## config.mk

```make
export PLATFORM = sky130hd
export DESIGN_NAME = uart_rx_status
export DESIGN_NICKNAME = d
export VERILOG_FILES = /design/src/rtl/rxs_pkg.sv /design/src/rtl/rxs_sync_edge.sv /design/src/rtl/rxs_flag_bit.sv /design/src/rtl/rxs_clear_seq.sv /design/src/rtl/rxs_idle_fsm.sv /design/src/rtl/uart_rx_status.sv
export SDC_FILE = /design/constraint.sdc
export NUM_CORES = 1
export LEC_CHECK = 0
export BUFFER_PORTS_ARGS = -buffer_cell sky130_fd_sc_hd__buf_2
export CORE_AREA = 2 2 54 56
export DETAILED_ROUTE_END_ITERATION = 16
export DIE_AREA = 0 0 56 58
export PLACE_DENSITY = 0.7
export SETUP_SLACK_MARGIN = 0.4
export SKIP_CTS_REPAIR_TIMING = 1
export SLEW_MARGIN = 20
export SYNTH_ARGS = -nofsm -noshare
export SYNTH_HDL_FRONTEND = slang
export SYNTH_SLANG_ARGS = --single-unit
```

## constraint.sdc

```tcl
create_clock -name clk -period 3.3 [get_ports clk]
set_input_delay 0.165 -clock clk [delete_from_list [all_inputs] [get_ports clk]]
set_output_delay 0.165 -clock clk [all_outputs]
set_load 0.03 [all_outputs]
```

## src/rtl/rxs_pkg.sv

```systemverilog
`timescale 1ns/1ps
package rxs_pkg;

    // Clear-handshake sequencer states
    typedef enum logic [0:0] {
        CS_WAIT  = 1'b0,
        CS_ARMED = 1'b1
    } clr_state_e;

    // Idle-line flag states
    typedef enum logic [1:0] {
        IDL_WAIT_CHAR = 2'd0,
        IDL_ARMED     = 2'd1,
        IDL_FLAGGED   = 2'd2
    } idle_state_e;

    // Bit positions inside the handshake-cleared status vector
    localparam int FL_FULL   = 0;
    localparam int FL_OVR    = 1;
    localparam int FL_NOISE  = 2;
    localparam int FL_FRAME  = 3;
    localparam int FL_PARITY = 4;
    localparam int FL_IDLE   = 5;
    localparam int FL_COUNT  = 6;

endpackage

```

## src/rtl/rxs_sync_edge.sv

```systemverilog
`timescale 1ns/1ps
// Synchronizes the serial input and flags a high-to-low transition.
module rxs_sync_edge #(
    parameter int STAGES = 2
) (
    input  logic clk,
    input  logic rst_n,
    input  logic rxd_async,
    output logic fall_o
);
    localparam int LAST = STAGES - 1;

    logic [LAST:0] sync_q;
    logic          prev_q;

    generate
        if (STAGES == 1) begin : g_single
            always_ff @(posedge clk or negedge rst_n) begin
                if (!rst_n) sync_q <= '1;
                else        sync_q <= rxd_async;
            end
        end else begin : g_chain
            always_ff @(posedge clk or negedge rst_n) begin
                if (!rst_n) sync_q <= '1;
                else        sync_q <= {sync_q[LAST-1:0], rxd_async};
            end
        end
    endgenerate

    // Resets high so that an idle-high line gives no spurious edge
    always_ff @(posedge clk or negedge rst_n) begin
        if (!rst_n) prev_q <= 1'b1;
        else        prev_q <= sync_q[LAST];
    end

    assign fall_o = prev_q & ~sync_q[LAST];
endmodule

```

## src/rtl/rxs_flag_bit.sv

```systemverilog
`timescale 1ns/1ps
// One sticky status flag; a set in the same cycle as a clear wins.
module rxs_flag_bit (
    input  logic clk,
    input  logic rst_n,
    input  logic set_i,
    input  logic clr_i,
    output logic q_o
);
    logic q_d;

    always_comb begin
        q_d = q_o;
        if (clr_i) q_d = 1'b0;
        if (set_i) q_d = 1'b1;
    end

    always_ff @(posedge clk or negedge rst_n) begin
        if (!rst_n) q_o <= 1'b0;
        else        q_o <= q_d;
    end
endmodule

```

## src/rtl/rxs_clear_seq.sv

```systemverilog
`timescale 1ns/1ps
// Two-step clear: a status read records the set flags, then a data read clears them.
module rxs_clear_seq
    import rxs_pkg::*;
#(
    parameter int NF = FL_COUNT
) (
    input  logic          clk,
    input  logic          rst_n,
    input  logic          stat_rd,
    input  logic          data_rd,
    input  logic [NF-1:0] flags_i,
    output logic [NF-1:0] clr_o
);
    clr_state_e    state_q, state_d;
    logic [NF-1:0] mask_q, mask_d;
    logic          any_set;

    assign any_set = |flags_i;

    // State register
    always_ff @(posedge clk or negedge rst_n) begin
        if (!rst_n) begin
            state_q <= CS_WAIT;
            mask_q  <= '0;
        end else begin
            state_q <= state_d;
            mask_q  <= mask_d;
        end
    end

    // Outputs: clear pulse
    always_comb begin
        clr_o = '0;
        unique case (state_q)
            CS_WAIT:  clr_o = '0;
            CS_ARMED: if (data_rd) clr_o = mask_q;
            default:  clr_o = '0;
        endcase
    end

    // Next state and record
    always_comb begin
        state_d = state_q;
        mask_d  = mask_q;
        unique case (state_q)
            CS_WAIT: begin
                if (stat_rd && any_set) begin
                    state_d = CS_ARMED;
                    mask_d  = flags_i;
                end
            end
            CS_ARMED: begin
                if (data_rd) begin
                    state_d = CS_WAIT;
                    mask_d  = '0;
                end
                if (stat_rd) begin
                    mask_d  = flags_i & ~clr_o;
                    state_d = (|mask_d) ? CS_ARMED : CS_WAIT;
                end
            end
            default: begin
                state_d = CS_WAIT;
                mask_d  = '0;
            end
        endcase
    end
endmodule

```

## src/rtl/rxs_idle_fsm.sv

```systemverilog
`timescale 1ns/1ps
// Idle flag that can only be set again after a new character has set full.
module rxs_idle_fsm
    import rxs_pkg::*;
(
    input  logic clk,
    input  logic rst_n,
    input  logic char_set_i,
    input  logic idle_det_i,
    input  logic clr_i,
    output logic flag_o
);
    idle_state_e state_q, state_d;

    // State register
    always_ff @(posedge clk or negedge rst_n) begin
        if (!rst_n) state_q <= IDL_WAIT_CHAR;
        else        state_q <= state_d;
    end

    // Outputs
    always_comb begin
        unique case (state_q)
            IDL_FLAGGED: flag_o = 1'b1;
            default:     flag_o = 1'b0;
        endcase
    end

    // Transitions
    always_comb begin
        state_d = state_q;
        unique case (state_q)
            IDL_WAIT_CHAR: if (char_set_i) state_d = IDL_ARMED;
            IDL_ARMED:     if (idle_det_i) state_d = IDL_FLAGGED;
            IDL_FLAGGED: begin
                if (clr_i) state_d = char_set_i ? IDL_ARMED : IDL_WAIT_CHAR;
            end
            default:       state_d = IDL_WAIT_CHAR;
        endcase
    end
endmodule

```

## src/rtl/uart_rx_status.sv

```systemverilog
`timescale 1ns/1ps
module uart_rx_status
    import rxs_pkg::*;
#(
    parameter int DW          = 8,
    parameter int SYNC_STAGES = 2
) (
    input  logic          clk,
    input  logic          rst_n,
    input  logic          rx_enable,
    input  logic          rxd_async,
    input  logic          char_done,
    input  logic          char_noise,
    input  logic          char_frame,
    input  logic          char_parity,
    input  logic [DW-1:0] char_data,
    input  logic          idle_detect,
    input  logic          stat_rd,
    input  logic          data_rd,
    input  logic          stat2_wr,
    input  logic          stat2_clr_edge,
    output logic          flag_full,
    output logic          flag_overrun,
    output logic          flag_noise,
    output logic          flag_frame,
    output logic          flag_parity,
    output logic          flag_idle,
    output logic          flag_edge,
    output logic          buf_load,
    output logic [DW-1:0] rx_data
);
    logic [FL_COUNT-1:0] stat_v;
    logic [FL_COUNT-1:0] set_v;
    logic [FL_COUNT-1:0] clr_v;
    logic                full_set;
    logic                fall_seen;

    // A character either fills the empty buffer or overruns the full one
    assign full_set = char_done & ~stat_v[FL_FULL];

    always_comb begin
        set_v            = '0;
        set_v[FL_FULL]   = full_set;
        set_v[FL_OVR]    = char_done & stat_v[FL_FULL];
        set_v[FL_NOISE]  = full_set & char_noise;
        set_v[FL_FRAME]  = full_set & char_frame;
        set_v[FL_PARITY] = full_set & char_parity;
    end

    generate
        for (genvar i = 0; i < FL_IDLE; i++) begin : g_flag
            rxs_flag_bit u_flag (
                .clk   (clk),
                .rst_n (rst_n),
                .set_i (set_v[i]),
                .clr_i (clr_v[i]),
                .q_o   (stat_v[i])
            );
        end
    endgenerate

    rxs_idle_fsm u_idle (
        .clk        (clk),
        .rst_n      (rst_n),
        .char_set_i (full_set),
        .idle_det_i (idle_detect),
        .clr_i      (clr_v[FL_IDLE]),
        .flag_o     (stat_v[FL_IDLE])
    );

    rxs_clear_seq #(.NF(FL_COUNT)) u_clr (
        .clk     (clk),
        .rst_n   (rst_n),
        .stat_rd (stat_rd),
        .data_rd (data_rd),
        .flags_i (stat_v),
        .clr_o   (clr_v)
    );

    rxs_sync_edge #(.STAGES(SYNC_STAGES)) u_edge (
        .clk       (clk),
        .rst_n     (rst_n),
        .rxd_async (rxd_async),
        .fall_o    (fall_seen)
    );

    rxs_flag_bit u_edge_flag (
        .clk   (clk),
        .rst_n (rst_n),
        .set_i (fall_seen & rx_enable),
        .clr_i (stat2_wr & stat2_clr_edge),
        .q_o   (flag_edge)
    );

    // Receive data buffer
    always_ff @(posedge clk or negedge rst_n) begin
        if (!rst_n)        rx_data <= '0;
        else if (full_set) rx_data <= char_data;
    end

    assign buf_load     = full_set;
    assign flag_full    = stat_v[FL_FULL];
    assign flag_overrun = stat_v[FL_OVR];
    assign flag_noise   = stat_v[FL_NOISE];
    assign flag_frame   = stat_v[FL_FRAME];
    assign flag_parity  = stat_v[FL_PARITY];
    assign flag_idle    = stat_v[FL_IDLE];
endmodule

```

==> metrics.txt, run 1 <==
vias post-DR=about 940; measured slew at the worst slew-check pin=0.553 ns; DP HPWL=approximately 1.7 mm; Critical Path Source Type=register; overall power=0.00118 W; Die H=58 um; GR Util met1=0.217; Hold Path Class=primary input to register; pwr dens=833 nW/um2; Pleak=0.754 nW; count of cell types in the netlist=27; Setup CP Type=register to output port; fin area=1420 um2; syn_area_per_cell=around 10 um2; hold depth=2; met2 Use GR=0.271; Setup violations, final=0; nets@finish=175; Finished Layout Cells=184; CTS HTree Levels=1; largest net degree at the start of global routing=27; DR iter-0 viols=22; Post-Syn Instances=114; f_max=0.533 GHz; status=finished, final reports clean; TNS Setup=0 ns; number of I/O port buffers=36; commonest non-fill, non-tap cells in the layout=buf_2 (36), nand2_1 (34), dfrtp_1 (23); clk sinks=26; most common cell after layout, fill and taps aside=buf_2; Synth-to-Final Area Change=22.8%; clock-pin slew on the worst setup and hold paths=0.13 ns; area of the mapped netlist=1160 um2; sequential element share of the synthesized area=0.566; Remaining DRCs=0; layout cells sized above 1=0.314; GP Congestion=0.907; Synth Register Bits=26; TritonRoute pass-1 iters=4; Max-cap violations=0; Core Region=2660 um2; final WL=2.34 mm; Ant. Diodes=0; element type at the critical path end=output port; global route hottest layer=met2; synth top area cells=dfrtp_1 (50%), nand2_1 (11%), dfstp_2 (6.8%); clk buf depth=2; antenna violations before repair=0; crit-path max FO=12; first-pass GRT wire length=~4.1 mm; met3 Usage GRT=0.0156; Initial Utilization=0.434; Hold Fails Final Rpt=0; Clock Skews=0.00275 ns; remaining antenna violation count=0; Vias/cell=5.13; post-synth top area cell=dfrtp_1; cells on worst reg2reg path=4; Skew-Pair Late Insertion Delay=0.32 ns; fin crit share=0.569; RSZ-0062 raised after global routing=false; min Tclk post-route=1.88 ns; hold_ws=0.0225 ns; dpl cells=178; synth warn=0; Critical Path RT=3.13 ns; relative slew slack=0.631; Cell Rows=19; Num CTS Buffers=3; post-synth top area share=0.498; vias in the first global route=918; GRT Overall Usage=0.166; grt total ovfl=0; Boundary Pins=37; peak supply drop=0.454 mV; pins over their slew limit=0; Synthesized Nets=135; clk root buf=clkbuf_4; Chip Width=56 um; die area=3250 um2; dpl cell area=1360 um2; critical path arrival=1.71 ns; drt wl/cell=12.7 um; TritonCTS clock tree=done
==> where the power goes <==
group	internal [W]	switching [W]
Sequential	0.000435	0.0000905
Combinational	0.000173	0.000326
Clock	0.0000675	0.0000914
Total	0.000676	0.000508
==> routing by layer <==
layer  routed length, um  vias to the layer above
met4                  59                        0
met1                1040                      454
met5                   0                        -
li1                    -                      461
met3                  78                        5
met2                1160                       24
==> registers in the layout, indices dropped and copies added (netlist names) <==
name,flops
g_flag.u_flag.q_o,5
rx_data,8
u_clr.mask_q,6
u_clr.state_q,1
u_edge.prev_q,1
u_edge.sync_q,2
u_edge_flag.q_o,1
u_idle.state_q,2
==> synthesized netlist by cell type <==
cell type and n:
nand2_1 34, dfrtp_1 23, inv_1 9, o21ai_0 7
a21boi_0 6, mux2i_1 5, a22o_1 4, clkbuf_1 3
dfstp_2 3, nand2b_1 2, nor2_1 2, a21boi_1 1
a221oi_1 1, a22oi_1 1, a31oi_1 1, and2_1 1
inv_2 1, mux2_4 1, nand2_4 1, nor2b_1 1
nor4bb_1 1, o211ai_1 1, o21ai_1 1, o21bai_1 1
o31ai_4 1, o32ai_1 1, or4_4 1
==> kinds of logic after synthesis <==
group,count (synthesis),synth area share
buf+inv,13,0.0422
compound gates,26,0.169
simple gates,43,0.167
mux,6,0.0563
flops,26,0.566
==> area by class of cell <==
cell class | count | area (um2)
well taps | 31 | 38.8
flip-flops and latches | 26 | 654
fillers | 252 | 1240
repair buffers | 38 | 200
multi-input cells | 75 | 453
inverters | 10 | 37.5
clock buffers | 4 | 36.3
==> through the flow <==
step           worst slack, ns   util
2_1_floorplan             1.44      -
3_3_place_gp              1.55  0.512
4_1_cts                   1.37  0.526
5_1_grt                   1.29  0.533
6_report                  1.42  0.533
3_5_place_dp              1.52  0.512
==> final timing paths <==
check / start / to / slack (ns)
worst max-delay path: g_flag[0].u_flag.q_o / buf_load / 1.42
worst min-delay path: idle_detect / u_idle.state_q[0] / 0.02
worst max register to register: g_flag[2].u_flag.q_o / u_clr.mask_q[0] / 1.51
worst min register to register: u_edge.sync_q[0] / u_edge.sync_q[1] / 0.37
max in group asynchronous: rst_n / u_edge.sync_q[0] / 2.58
min in group asynchronous: rst_n / u_clr.mask_q[0] / 0.34
==> worst max-delay path, cell delays in order (launching register included) <==
cell      delay, ns
dfrtp_1        0.50
nand2b_1       0.37
inv_2          0.27
buf_2          0.24
Note: power is estimated with default switching activity, not from simulation.
==> inputs of run 2 (changes only) <==
==> constraint.sdc (replaced) <==
create_clock -name clk -period 1.75 [get_ports clk]
set_input_delay 0.0875 -clock clk [delete_from_list [all_inputs] [get_ports clk]]
set_output_delay 0.0875 -clock clk [all_outputs]
set_load 0.03 [all_outputs]
==> run 2 against run 1 <==
Against the previous run:
- count of clock-buffer cells in the layout fell by 1
- sequential share of layout area fell by 7.4 points
- register-to-register slack got worse by 1.5 ns
- combinational power rose by 130%
- worst hold slack got worse by 0.0045 ns
- non-clock buffer count rose by 25
==> metrics.txt, run 2 (synthesis gave the netlist of run 1 again) <==
Num CTS Buffers=3 (unchanged); Max-cap violations=0 (unchanged); Vias/cell=4.96 (-3.3%); Place WS=0.0386 ns (-1.48 ns); RSZ-0062 raised after global routing=true; final setup margin=0.0325 ns (-1.39 ns); number of I/O port buffers=36 (unchanged); status=finished, final reports clean; pins over their slew limit=0 (unchanged); Setup CP Type=register to register; Chip Width=56 um (unchanged); critical path arrival=1.93 ns (+0.22 ns); Critical Path RT=1.96 ns (-1.17 ns); vias in the first global route=931 (+1.4%); cells on worst reg2reg path=4 (unchanged); Critical Path Source Type=register; antenna violations before repair=0 (unchanged); GRT Overall Usage=0.167 (+0.00160); f_max=0.582 GHz; Pleak=0.887 nW (+18%); CTS HTree Levels=1 (unchanged); DP HPWL=1.90 mm (+10%); clk root buf=clkbuf_4; clock-pin slew on the worst setup and hold paths=0.15 ns (+0.02 ns); peak supply drop=1.04 mV (+130%); Top Registers=rx_data: 8 flops, u_clr.mask_q: 6 flops, g_flag.u_flag.q_o: 5 flops; Synth-to-Final Area Change=47.1%; Biggest register=rx_data; Initial Utilization=0.434 (unchanged); multi-input logic area=484 um2 (+6.9%); Util after Layout=0.639 (+0.105); HP Start=rx_enable; setup slack, reg-to-reg=0.03 ns (-1.48 ns); WP buf/inv=0 (-2); register area=658 um2 (+0.57%); pwr dens=1510 nW/um2 (+81%); Remaining DRCs=0 (unchanged); layout cells sized above 1=0.388 (+0.0739); Ant. Diodes=0 (unchanged); Hold Path Class=primary input to register; min Tclk post-route=1.72 ns; DR iter-0 viols=37 (+68%); fin crit share=0.981; clk buf depth=2 (unchanged); crit-path max FO=2 (-10); crit path cell chain=or4_4 > o31ai_4 > nand2_4 > mux2_4; Setup violations, final=0 (unchanged); vias post-DR=1037 (+9.9%); remaining antenna violation count=0 (unchanged); final WL=2.79 mm (+20%); clk sinks=26 (unchanged); TritonRoute pass-1 iters=4 (unchanged); hold_ws=0.0180 ns (-0.00448 ns); Reg2Reg Launch Point=g_flag[2].u_flag.q_o; first-pass GRT wire length=4.26 mm (+3.0%); Clock Skews=0.0185 ns (+0.0158 ns); Die H=58 um (unchanged); Cell Rows=19 (unchanged); CP delay by family, top=simple AND/OR/NAND/NOR gates; element type at the critical path end=register; largest net degree at the start of global routing=27 (unchanged); nets@finish=200 (+14%); WHS Endpoint=u_edge_flag.q_o; Hold Fails Final Rpt=0 (unchanged); Boundary Pins=37 (unchanged); commonest non-fill, non-tap cells in the layout=nand2_1 (34), buf_2 (34), dfrtp_1 (20); critical path's slowest cell=or4_4; worst r2r dst=u_clr.mask_q[0]; Skew-Pair Late Insertion Delay=0.33 ns (about the same); measured slew at the worst slew-check pin=0.571 ns (+0.0178 ns); die area=3250 um2 (unchanged); drt wl/cell=13.4 um (+5.2%); TritonCTS clock tree=done; number of flip-flops under the largest register name=8 (unchanged); largest stage delay on the critical path=0.56 ns (+0.06 ns); # fillers=214 (-15%); relative slew slack=0.619 (-0.0119); Core Region=2660 um2 (unchanged); grt total ovfl=0 (unchanged); overall power=0.00257 W (+120%); GP Congestion=0.878 (-3.2%); hold depth=3 (+1)
==> run 2: cell count changes in the layout (fill, tap and decap cells not counted), moves of 2 or more <==
cell | before | now
buf_2 | 36 | 34
buf_4 | 0 | 13
dfrtp_1 | 23 | 20
dfrtp_2 | 0 | 3
dlygate4sd3_1 | 2 | 14
==> run 2: worst register-to-register path, cell delays in order, from the launching register on <==
cell	delay, ns
dfrtp_2	0.43
or4_4	0.56
o31ai_4	0.24
nand2_4	0.08
mux2_4	0.30
==> run 2: routing by layer <==
layer	global-route usage	share of wire	vias up
met5	0	0	-
met4	0.0544	0.0075	0
met3	0.0313	0.054	4
met2	0.269	0.46	35
met1	0.232	0.48	487
li1	-	-	511
==> run 2: through the flow <==
step           std cells  TNS [ns]  cell area, um2
3_5_place_dp         182         0            1400
5_1_grt              209         0            1700
2_1_floorplan        114   -0.0600            1180
6_report             209         0            1700
4_1_cts              186         0            1450
3_3_place_gp         182         0            1400
==> run 2: where the power goes <==
part / internal (W) / switching [W]
Combinational: 0.000475 / 0.000684
Clock: 0.000232 / 0.000181
Sequential: 0.000825 / 0.000168
==> run 2: layout make-up <==
type / count / area share
clock buffers: 3 / 0.0132
clock inverters: 1 / 0.0177
inverters: 10 / 0.0235
multi-input cells: 75 / 0.285
flip-flops and latches: 26 / 0.387
well taps: 31 / 0.0228
repair buffers: 63 / 0.251
==> run 2: worst max path at each step <==
stage	endpoint	depth (start not counted)	from	slack, ns
2_1_floorplan	u_clr.mask_q[0]	4	g_flag[2].u_flag.q_o	-0.06
3_3_place_gp	u_clr.mask_q[0]	4	g_flag[1].u_flag.q_o	0.09
3_5_place_dp	u_clr.mask_q[1]	5	g_flag[1].u_flag.q_o	0.04
4_1_cts	u_clr.mask_q[0]	4	g_flag[2].u_flag.q_o	0.04
5_1_grt	u_clr.mask_q[0]	4	g_flag[2].u_flag.q_o	0.02
6_report	u_clr.mask_q[0]	4	g_flag[2].u_flag.q_o	0.03
